## config.mk

```make
export PLATFORM = sky130hd
export DESIGN_NAME = sync_serial_xcvr
export DESIGN_NICKNAME = d
export VERILOG_FILES = /design/src/rtl/ssx_pkg.sv /design/src/rtl/ssx_sync.sv /design/src/rtl/ssx_clkgen.sv /design/src/rtl/ssx_shifter.sv /design/src/rtl/ssx_rxbuf.sv /design/src/rtl/sync_serial_xcvr.sv
export SDC_FILE = /design/constraint.sdc
export NUM_CORES = 1
export LEC_CHECK = 0
export BUFFER_PORTS_ARGS = -buffer_cell sky130_fd_sc_hd__buf_4
export CAP_MARGIN = 0
export CELL_PAD_IN_SITES_DETAIL_PLACEMENT = 1
export CELL_PAD_IN_SITES_GLOBAL_PLACEMENT = 2
export CORE_UTILIZATION = 27
export CTS_BUF_LIST = sky130_fd_sc_hd__clkbuf_16
export CTS_CLUSTER_DIAMETER = 40
export CTS_CLUSTER_SIZE = 28
export DETAILED_ROUTE_END_ITERATION = 7
export GPL_ROUTABILITY_DRIVEN = 0
export HOLD_SLACK_MARGIN = 0.08
export PLACE_DENSITY = 0.64
export SYNTH_ARGS = -nofsm -noshare
export SYNTH_HDL_FRONTEND = slang
export SYNTH_HIERARCHICAL = 1
export SYNTH_SLANG_ARGS = --single-unit
```

## constraint.sdc

```tcl
create_clock -name clk_i -period 2.69 [get_ports clk_i]
set_clock_uncertainty 0.15 [all_clocks]
set_input_delay 0.538 -clock clk_i [delete_from_list [all_inputs] [get_ports clk_i]]
set_output_delay 0.538 -clock clk_i [all_outputs]
set_load 0.02 [all_outputs]
```

## src/rtl/ssx_pkg.sv

```systemverilog
package ssx_pkg;
  localparam logic [1:0] A_CTRL = 2'd0;
  localparam logic [1:0] A_DIV  = 2'd1;
  localparam logic [1:0] A_TXD  = 2'd2;  // write
  localparam logic [1:0] A_STAT = 2'd2;  // read
  localparam logic [1:0] A_RXD  = 2'd3;

  typedef struct packed {
    logic rts_en;
    logic cts_en;
    logic pol;
    logic ext;
    logic rx_en;
    logic tx_en;
  } ctrl_t;
endpackage

```

## src/rtl/ssx_sync.sv

```systemverilog
module ssx_sync #(
  parameter int          W       = 1,
  parameter int          STAGES  = 2,
  parameter logic        RST_VAL = 1'b1
) (
  input  logic         clk_i,
  input  logic         rst_ni,
  input  logic [W-1:0] d_i,
  output logic [W-1:0] q_o
);
  logic [W-1:0] st_q [STAGES];

  always_ff @(posedge clk_i or negedge rst_ni) begin
    if (!rst_ni) begin
      for (int i = 0; i < STAGES; i++) st_q[i] <= {W{RST_VAL}};
    end else begin
      st_q[0] <= d_i;
      for (int i = 1; i < STAGES; i++) st_q[i] <= st_q[i-1];
    end
  end

  assign q_o = st_q[STAGES-1];
endmodule

```

## src/rtl/ssx_clkgen.sv

```systemverilog
module ssx_clkgen #(
  parameter int DIV_W = 8
) (
  input  logic             clk_i,
  input  logic             rst_ni,
  input  logic             ext_i,
  input  logic             pol_i,
  input  logic             busy_i,
  input  logic [DIV_W-1:0] div_i,
  input  logic             div_wr_i,
  input  logic             sclk_i,
  output logic             sclk_o,
  output logic             drive_evt_o,
  output logic             sample_evt_o,
  output logic             clk_idle_o
);
  logic [DIV_W-1:0] cnt_q;
  logic             sclk_q;
  logic             ext_s, ext_prev_q;
  logic             tick, at_idle, ext_rise, ext_fall;

  ssx_sync #(.W(1), .STAGES(2), .RST_VAL(1'b1)) u_sclk_sync (
    .clk_i(clk_i), .rst_ni(rst_ni), .d_i(sclk_i), .q_o(ext_s)
  );

  always_ff @(posedge clk_i or negedge rst_ni) begin
    if (!rst_ni) begin
      cnt_q      <= '0;
      sclk_q     <= 1'b1;
      ext_prev_q <= 1'b1;
    end else begin
      ext_prev_q <= ext_s;
      if (!busy_i) begin
        cnt_q  <= '0;
        sclk_q <= ~pol_i;
      end else if (ext_i || div_wr_i) begin
        cnt_q <= '0;                       // divider reload
      end else if (cnt_q == div_i) begin
        cnt_q  <= '0;
        sclk_q <= ~sclk_q;
      end else begin
        cnt_q <= cnt_q + 1'b1;
      end
    end
  end

  assign tick     = busy_i && !ext_i && !div_wr_i && (cnt_q == div_i);
  assign at_idle  = (sclk_q == ~pol_i);
  assign ext_rise = ext_s & ~ext_prev_q;
  assign ext_fall = ~ext_s & ext_prev_q;

  always_comb begin
    if (ext_i) begin
      drive_evt_o  = busy_i && (pol_i ? ext_rise : ext_fall);
      sample_evt_o = busy_i && (pol_i ? ext_fall : ext_rise);
    end else begin
      drive_evt_o  = tick && at_idle;
      sample_evt_o = tick && !at_idle;
    end
  end

  assign clk_idle_o = !ext_i || (ext_s == ~pol_i);
  assign sclk_o     = sclk_q;
endmodule

```

## src/rtl/ssx_shifter.sv

```systemverilog
module ssx_shifter #(
  parameter int DATA_W = 8
) (
  input  logic              clk_i,
  input  logic              rst_ni,
  input  logic              start_i,
  input  logic [DATA_W-1:0] tx_data_i,
  input  logic              drive_evt_i,
  input  logic              sample_evt_i,
  input  logic              rxd_i,
  output logic              busy_o,
  output logic              active_o,
  output logic              txd_o,
  output logic              done_o,
  output logic [DATA_W-1:0] rx_frame_o
);
  localparam int CNT_W = (DATA_W > 1) ? $clog2(DATA_W) : 1;
  localparam logic [CNT_W-1:0] LAST = CNT_W'(DATA_W - 1);

  logic [DATA_W-1:0] tx_sh_q, rx_sh_q;
  logic [CNT_W-1:0]  bcnt_q;
  logic              busy_q, active_q, txd_q;

  always_ff @(posedge clk_i or negedge rst_ni) begin
    if (!rst_ni) begin
      tx_sh_q  <= '0;
      rx_sh_q  <= '0;
      bcnt_q   <= '0;
      busy_q   <= 1'b0;
      active_q <= 1'b0;
      txd_q    <= 1'b1;
    end else if (start_i) begin
      tx_sh_q  <= tx_data_i;
      bcnt_q   <= '0;
      busy_q   <= 1'b1;
      active_q <= 1'b0;
    end else begin
      if (drive_evt_i) begin
        txd_q    <= tx_sh_q[0];
        tx_sh_q  <= tx_sh_q >> 1;
        active_q <= 1'b1;
      end
      if (sample_evt_i) begin
        rx_sh_q <= {rxd_i, rx_sh_q[DATA_W-1:1]};
        if (bcnt_q == LAST) begin
          bcnt_q   <= '0;
          busy_q   <= 1'b0;
          active_q <= 1'b0;
        end else begin
          bcnt_q <= bcnt_q + 1'b1;
        end
      end
    end
  end

  assign done_o     = sample_evt_i && (bcnt_q == LAST);
  assign rx_frame_o = {rxd_i, rx_sh_q[DATA_W-1:1]};
  assign busy_o     = busy_q;
  assign active_o   = active_q;
  assign txd_o      = txd_q;

  a_r1_sample_after_drive: assert property (@(posedge clk_i) disable iff (!rst_ni)
    sample_evt_i |-> active_q)
    else $error("R1: sample edge before any drive edge");
endmodule

```

## src/rtl/ssx_rxbuf.sv

```systemverilog
module ssx_rxbuf #(
  parameter int DATA_W = 8
) (
  input  logic              clk_i,
  input  logic              rst_ni,
  input  logic              done_i,
  input  logic [DATA_W-1:0] frame_i,
  input  logic              rx_en_i,
  input  logic              rd_clr_i,
  output logic [DATA_W-1:0] data_o,
  output logic              full_o,
  output logic              ovr_o,
  output logic              irq_o
);
  logic [DATA_W-1:0] data_q;
  logic              full_q, ovr_q, irq_q;

  always_ff @(posedge clk_i or negedge rst_ni) begin
    if (!rst_ni) begin
      data_q <= '0;
      full_q <= 1'b0;
      ovr_q  <= 1'b0;
      irq_q  <= 1'b0;
    end else begin
      irq_q <= 1'b0;
      if (done_i && rx_en_i) begin
        data_q <= frame_i;             // contents undefined on overrun
        if (full_q) ovr_q <= 1'b1;
        else begin
          full_q <= 1'b1;
          irq_q  <= 1'b1;
        end
      end else if (rd_clr_i) begin
        full_q <= 1'b0;
      end
      if (!rx_en_i) ovr_q <= 1'b0;
    end
  end

  assign data_o = data_q;
  assign full_o = full_q;
  assign ovr_o  = ovr_q;
  assign irq_o  = irq_q;

  a_r6_irq_one_cycle: assert property (@(posedge clk_i) disable iff (!rst_ni)
    irq_q |=> !irq_q)
    else $error("R6: interrupt longer than one cycle");

  a_r7_ovr_no_irq: assert property (@(posedge clk_i) disable iff (!rst_ni)
    (done_i && rx_en_i && full_q) |=> (!irq_q && ovr_q))
    else $error("R7: overrun raised interrupt or missed flag");
endmodule

```

## src/rtl/sync_serial_xcvr.sv

```systemverilog
module sync_serial_xcvr
  import ssx_pkg::*;
#(
  parameter int DATA_W = 8,
  parameter int DIV_W  = 8
) (
  input  logic              clk_i,
  input  logic              rst_ni,
  input  logic              wr_en_i,
  input  logic [1:0]        wr_addr_i,
  input  logic [DATA_W-1:0] wr_data_i,
  input  logic              rd_en_i,
  input  logic [1:0]        rd_addr_i,
  output logic [DATA_W-1:0] rd_data_o,
  input  logic              sclk_i,
  output logic              sclk_o,
  output logic              sclk_oe_o,
  output logic              txd_o,
  input  logic              rxd_i,
  input  logic              cts_ni,
  output logic              rts_no,
  output logic              rx_irq_o
);
  localparam int CTRL_W = $bits(ctrl_t);

  ctrl_t             ctrl_q;
  logic [DIV_W-1:0]  div_q;
  logic [DATA_W-1:0] tx_hold_q, rx_data;
  logic              tx_empty_q;
  logic              cts_s, cts_ok, clk_idle, start;
  logic              busy, active, drive_evt, sample_evt, done;
  logic              rx_full, rx_ovr, rd_clr, div_wr;
  logic [DATA_W-1:0] rx_frame;

  assign div_wr = wr_en_i && (wr_addr_i == A_DIV);
  assign rd_clr = rd_en_i && (rd_addr_i == A_RXD);

  always_ff @(posedge clk_i or negedge rst_ni) begin
    if (!rst_ni) begin
      ctrl_q     <= '0;
      div_q      <= '0;
      tx_hold_q  <= '0;
      tx_empty_q <= 1'b1;
    end else begin
      if (wr_en_i && wr_addr_i == A_CTRL) ctrl_q <= ctrl_t'(wr_data_i[CTRL_W-1:0]);
      if (div_wr) div_q <= wr_data_i[DIV_W-1:0];
      if (wr_en_i && wr_addr_i == A_TXD) begin
        tx_hold_q  <= wr_data_i;
        tx_empty_q <= 1'b0;
      end else if (start) begin
        tx_empty_q <= 1'b1;
      end
    end
  end

  ssx_sync #(.W(1), .STAGES(2), .RST_VAL(1'b1)) u_cts_sync (
    .clk_i(clk_i), .rst_ni(rst_ni), .d_i(cts_ni), .q_o(cts_s)
  );

  assign cts_ok = !ctrl_q.cts_en || !cts_s;
  assign start  = !busy && ctrl_q.tx_en && !tx_empty_q && cts_ok && clk_idle;

  ssx_clkgen #(.DIV_W(DIV_W)) u_clkgen (
    .clk_i(clk_i), .rst_ni(rst_ni), .ext_i(ctrl_q.ext), .pol_i(ctrl_q.pol),
    .busy_i(busy), .div_i(div_q), .div_wr_i(div_wr), .sclk_i(sclk_i),
    .sclk_o(sclk_o), .drive_evt_o(drive_evt), .sample_evt_o(sample_evt),
    .clk_idle_o(clk_idle)
  );

  ssx_shifter #(.DATA_W(DATA_W)) u_shifter (
    .clk_i(clk_i), .rst_ni(rst_ni), .start_i(start), .tx_data_i(tx_hold_q),
    .drive_evt_i(drive_evt), .sample_evt_i(sample_evt), .rxd_i(rxd_i),
    .busy_o(busy), .active_o(active), .txd_o(txd_o), .done_o(done),
    .rx_frame_o(rx_frame)
  );

  ssx_rxbuf #(.DATA_W(DATA_W)) u_rxbuf (
    .clk_i(clk_i), .rst_ni(rst_ni), .done_i(done), .frame_i(rx_frame),
    .rx_en_i(ctrl_q.rx_en), .rd_clr_i(rd_clr), .data_o(rx_data),
    .full_o(rx_full), .ovr_o(rx_ovr), .irq_o(rx_irq_o)
  );

  always_comb begin
    unique case (rd_addr_i)
      A_CTRL:  rd_data_o = DATA_W'(ctrl_q);
      A_DIV:   rd_data_o = DATA_W'(div_q);
      A_STAT:  rd_data_o = DATA_W'({rx_ovr, rx_full, tx_empty_q});
      default: rd_data_o = rx_data;
    endcase
  end

  assign sclk_oe_o = !ctrl_q.ext;
  // ready: armed in external mode, first edge not yet seen
  assign rts_no = !(ctrl_q.ext && ctrl_q.rts_en && ctrl_q.rx_en && busy && !active);

  a_r3_arm_needs_data: assert property (@(posedge clk_i) disable iff (!rst_ni)
    $rose(busy) |-> $past(ctrl_q.tx_en && !tx_empty_q))
    else $error("R3: frame armed without enable or data");

  a_r10_rts_high_after_edge: assert property (@(posedge clk_i) disable iff (!rst_ni)
    drive_evt |=> rts_no)
    else $error("R10: ready low after frame began");
endmodule

```

==> results by group <==
Run status
  – Status: finished clean

Hold path
  – Hold Path Class: input pin to flip-flop
  – Hold wc startpoint: cts_ni
  – Cell depth of the worst hold path: 1
  – Hold path endpoint: u_cts_sync/st_q[1]

Timing
  – Worst slew slack as a fraction of its limit: 0.403
  – Number of setup violations in the final report: 0
  – Slew Limit Fails: 0
  – Setup repair after global routing missed its margin: false
  – Tmin final: 2.36 ns
  – Period utilization: 0.878
  – Slew at the pin closest to its max-slew limit: 0.896 ns
  – Final number of hold-violating endpoints: 0
  – Peak Freq: 0.423 GHz
  – Aggregate negative setup slack: 0 ns

Synthesis
  – Combined area of all synthesized cells: 3140 um^2
  – Proportion of synthesized chip area in sequential cells: 0.554
  – Post-Synthesis Cells: 243
  – Count of synthesis-stage warnings from yosys: 6
  – Post-Syn Nets: 265
  – Post-synthesis sequential element count: 69
  – Xor and xnor area share after synthesis: 0.0447
  – Avg Synthesized Cell Area: 12.9 um^2
  – Count of flip-flops with a built-in enable after synthesis: 0
  – Ys flop type: dfrtp_1
  – Proportion of register bits with asynchronous set or reset after synthesis: 1.00
  – Simple-gate share of the synthesized area: 0.112
  – Dominant combinational cell family by area after synthesis: multiplexers
  – Area share of fa/ha/maj cells after synthesis: 0.0120
  – Portion of netlist area occupied by mux cells: 0.214
  – Number of distinct library cell variants in the gate-level netlist after synthesis: 36
  – Post-synthesis compound-gate area fraction: 0.0399

Power
  – Power per unit of standard cell area: 917 nW/um^2
  – Leakage power figure: 1.79 nW
  – Worst-case vdd ir drop: 354 uV

Critical path
  – Worst-case register-to-register setup slack: 0.33 ns
  – Worst R2R Start: u_clkgen/cnt_q[1]
  – End of the worst register-to-register path: u_rxbuf/data_o[1]
  – Worst setup path class: flip-flop to flip-flop
  – Category of the worst setup path capture point: flip-flop
  – Type of origin of the critical path: flip-flop
  – Data arrival time of the critical path: 2.42 ns
  – Required time of the worst setup path: 2.75 ns
  – CP Max Fanout: 10
  – R2R cell count: 8

Final layout
  – Share of post-route cells with drive strength above 1: 0.376
  – Diodes inserted: 0
  – Fill count: 1194
  – Storage cell area: 1740 um^2
  – Area taken by multi-input logic gates: 1330 um^2
  – Post-route cell area: 3900 um^2
  – Final #Nets: 307
  – Growth of design area from synthesis to finish: 24.3%
  – Final non-filler cell total: 430

Route
  – Vias/cell: 4.53
  – Routed length on met2: 3370 um
  – Routed wire length per instance: 16.5 um
  – Highest metal layer with signal wires: met4
  – Antenna-violating nets left: 0
  – Via total after detailed routing: 1949
  – Drc violations: 0
  – M1 WL: 3450 um
  – Iter 0 DRT Violations: 67
  – Met3 wirelength from detailed routing: 190 um
  – Detailed-router iteration count before antenna repair: 4
  – Wire length reported by the detailed router: 7110 um

Floorplan
  – Overall die height: 110 um
  – Ports placed on the boundary: 32
  – Site row count: 38
  – Chip width: 110 um
  – Effective utilization at floorplan: 0.283
  – Die Outline Area: 12000 um^2
  – Placeable core area: 11100 um^2

Place
  – Number of placed instances with taps included: 414
  – Input/output buffers: 31
  – Hpwl dp: 5020 um
  – Cell Area, Placed: 3550 um^2

Clock network
  – Post-CTS repair timing setup buffer count: 0
  – Post-cts sizing count: 0
  – Maximum level of the CTS H-tree: 3
  – Cts bufs inserted: 9
  – Clk pin slew, worst setup/hold paths: 0.06 ns
  – Cell at the root of the clock tree: clkbuf_16
  – CTS Buffer Depth: 2
  – Number of clock sinks: 69
  – # hold bufs at CTS: 0
  – Later-pin clock latency in the skew report: 0.33 ns
  – CTS tree: yes

Global route
  – Number of antenna violations at the first check in global routing: 0
  – Global-route wire length before repair: 11900 um
  – Via count of the first global-routing pass: 2117
  – Grt total ovfl: 0
  – Pin count of the biggest net entering global routing: 70
  – Gr usage total: 0.137

Run
  – Max Cap Violations: 0
==> kinds of logic after synthesis <==
logic type | after synthesis
DFF | 69
adders and majority gates | 3
AOI/OAI and AO/OA | 23
muxes | 56
buffers and inverters | 13
and+or+nand+nor | 63
xor gates and xnor gates | 16
==> state kept, by name (all words and copies together) (netlist names), 3 cells and up <==
register / flops
u_rxbuf/data_o: 8
u_shifter/tx_sh_q: 8
ctrl_q: 6
u_clkgen/cnt_q: 8
u_shifter/bcnt_q: 3
u_shifter/rx_sh_q: 7
tx_hold_q: 8
div_q: 8
==> synthesized netlist by cell type (3+ instances only) <==
master	instances	area share
a21oi_1	4	0.0064
and3_1	3	0.0060
clkbuf_1	3	0.0036
dfrtp_1	61	0.49
dfstp_2	8	0.067
ha_1	3	0.012
inv_1	5	0.0060
mux2_2	31	0.11
mux2_4	7	0.034
mux2i_1	15	0.048
mux4_2	3	0.022
nand2_1	13	0.016
nand2b_1	5	0.010
nand3_1	8	0.013
nand4_1	3	0.0060
nor2_1	14	0.017
nor2b_1	4	0.0080
o21ai_0	16	0.026
xnor2_1	10	0.028
xor2_1	6	0.017
==> worst max-delay path, stage by stage (launching register included) <==
cell,delay (ns)
dfrtp_1,0.45
xnor2_1,0.17
nand4_1,0.15
or3_1,0.43
o21ai_1,0.24
nand2_1,0.12
inv_1,0.13
nand2_4,0.12
mux2_2,0.30
==> where the power goes <==
part	switching [W]	total [W]	leakage, nW	internal [W]
Clock	0.000456	0.00137	0.162	0.000910
Combinational	0.000340	0.000731	0.770	0.000392
Sequential	0.000196	0.00148	0.860	0.00128
Total	0.000991	0.00358	1.79	0.00258
==> through the flow <==
step | total power, W | setup WS, ns | hold slack [ns] | utilization
after floorplan | 0.00195 | 0.135 | 0.0924 | -
after global placement | 0.00223 | 0.144 | 0.198 | 0.320
after detailed placement | 0.00224 | 0.0739 | 0.198 | 0.320
after CTS | 0.00363 | 0.279 | 0.153 | 0.352
after global routing | 0.00378 | 0.120 | 0.148 | 0.352
final | 0.00358 | 0.327 | 0.163 | 0.352
==> cell usage in the layout, fill, tap and decap left out, drive strengths merged, types with 5 or more instances in the layout <==
master / instances
mux2i: 15
nand2b: 5
inv: 6
xnor2: 10
dfrtp: 61
buf: 39
clkbuf: 9
nand2: 14
nand3: 8
mux2: 38
o21ai: 16
xor2: 6
dfstp: 8
nor2: 14
==> layer usage <==
layer  vias to the layer above  GRT usage
met5                         -          0
met4                         0     0.0571
met3                         7     0.0326
met2                        25      0.206
met1                       977      0.188
li1                        940          -
==> worst max-delay path by stage <==
| stage | start | endpoint | slack [ns] |
|---|---|---|---|
| 6_report | u_clkgen/cnt_q[1] | u_rxbuf/data_o[1] | 0.33 |
| 5_1_grt | u_clkgen/cnt_q[2] | u_rxbuf/data_o[1] | 0.12 |
| 4_1_cts | div_q[6] | u_rxbuf/data_o[1] | 0.28 |
| 3_5_place_dp | wr_addr_i[1] | u_rxbuf/data_o[2] | 0.07 |
| 3_3_place_gp | wr_addr_i[1] | u_shifter/txd_o | 0.14 |
| 2_1_floorplan | wr_addr_i[1] | u_rxbuf/data_o[0] | 0.13 |
==> cell type report <==
class / count / share of cell area
Sequential cell: 69 / 0.446
Multi-Input combinational cell: 161 / 0.340
Timing Repair Buffer: 39 / 0.0751
Clock buffer: 9 / 0.0578
Tap cell: 140 / 0.0449
Clock inverter: 7 / 0.0315
Inverter: 5 / 0.00482
(Power assumes the default switching activity.)
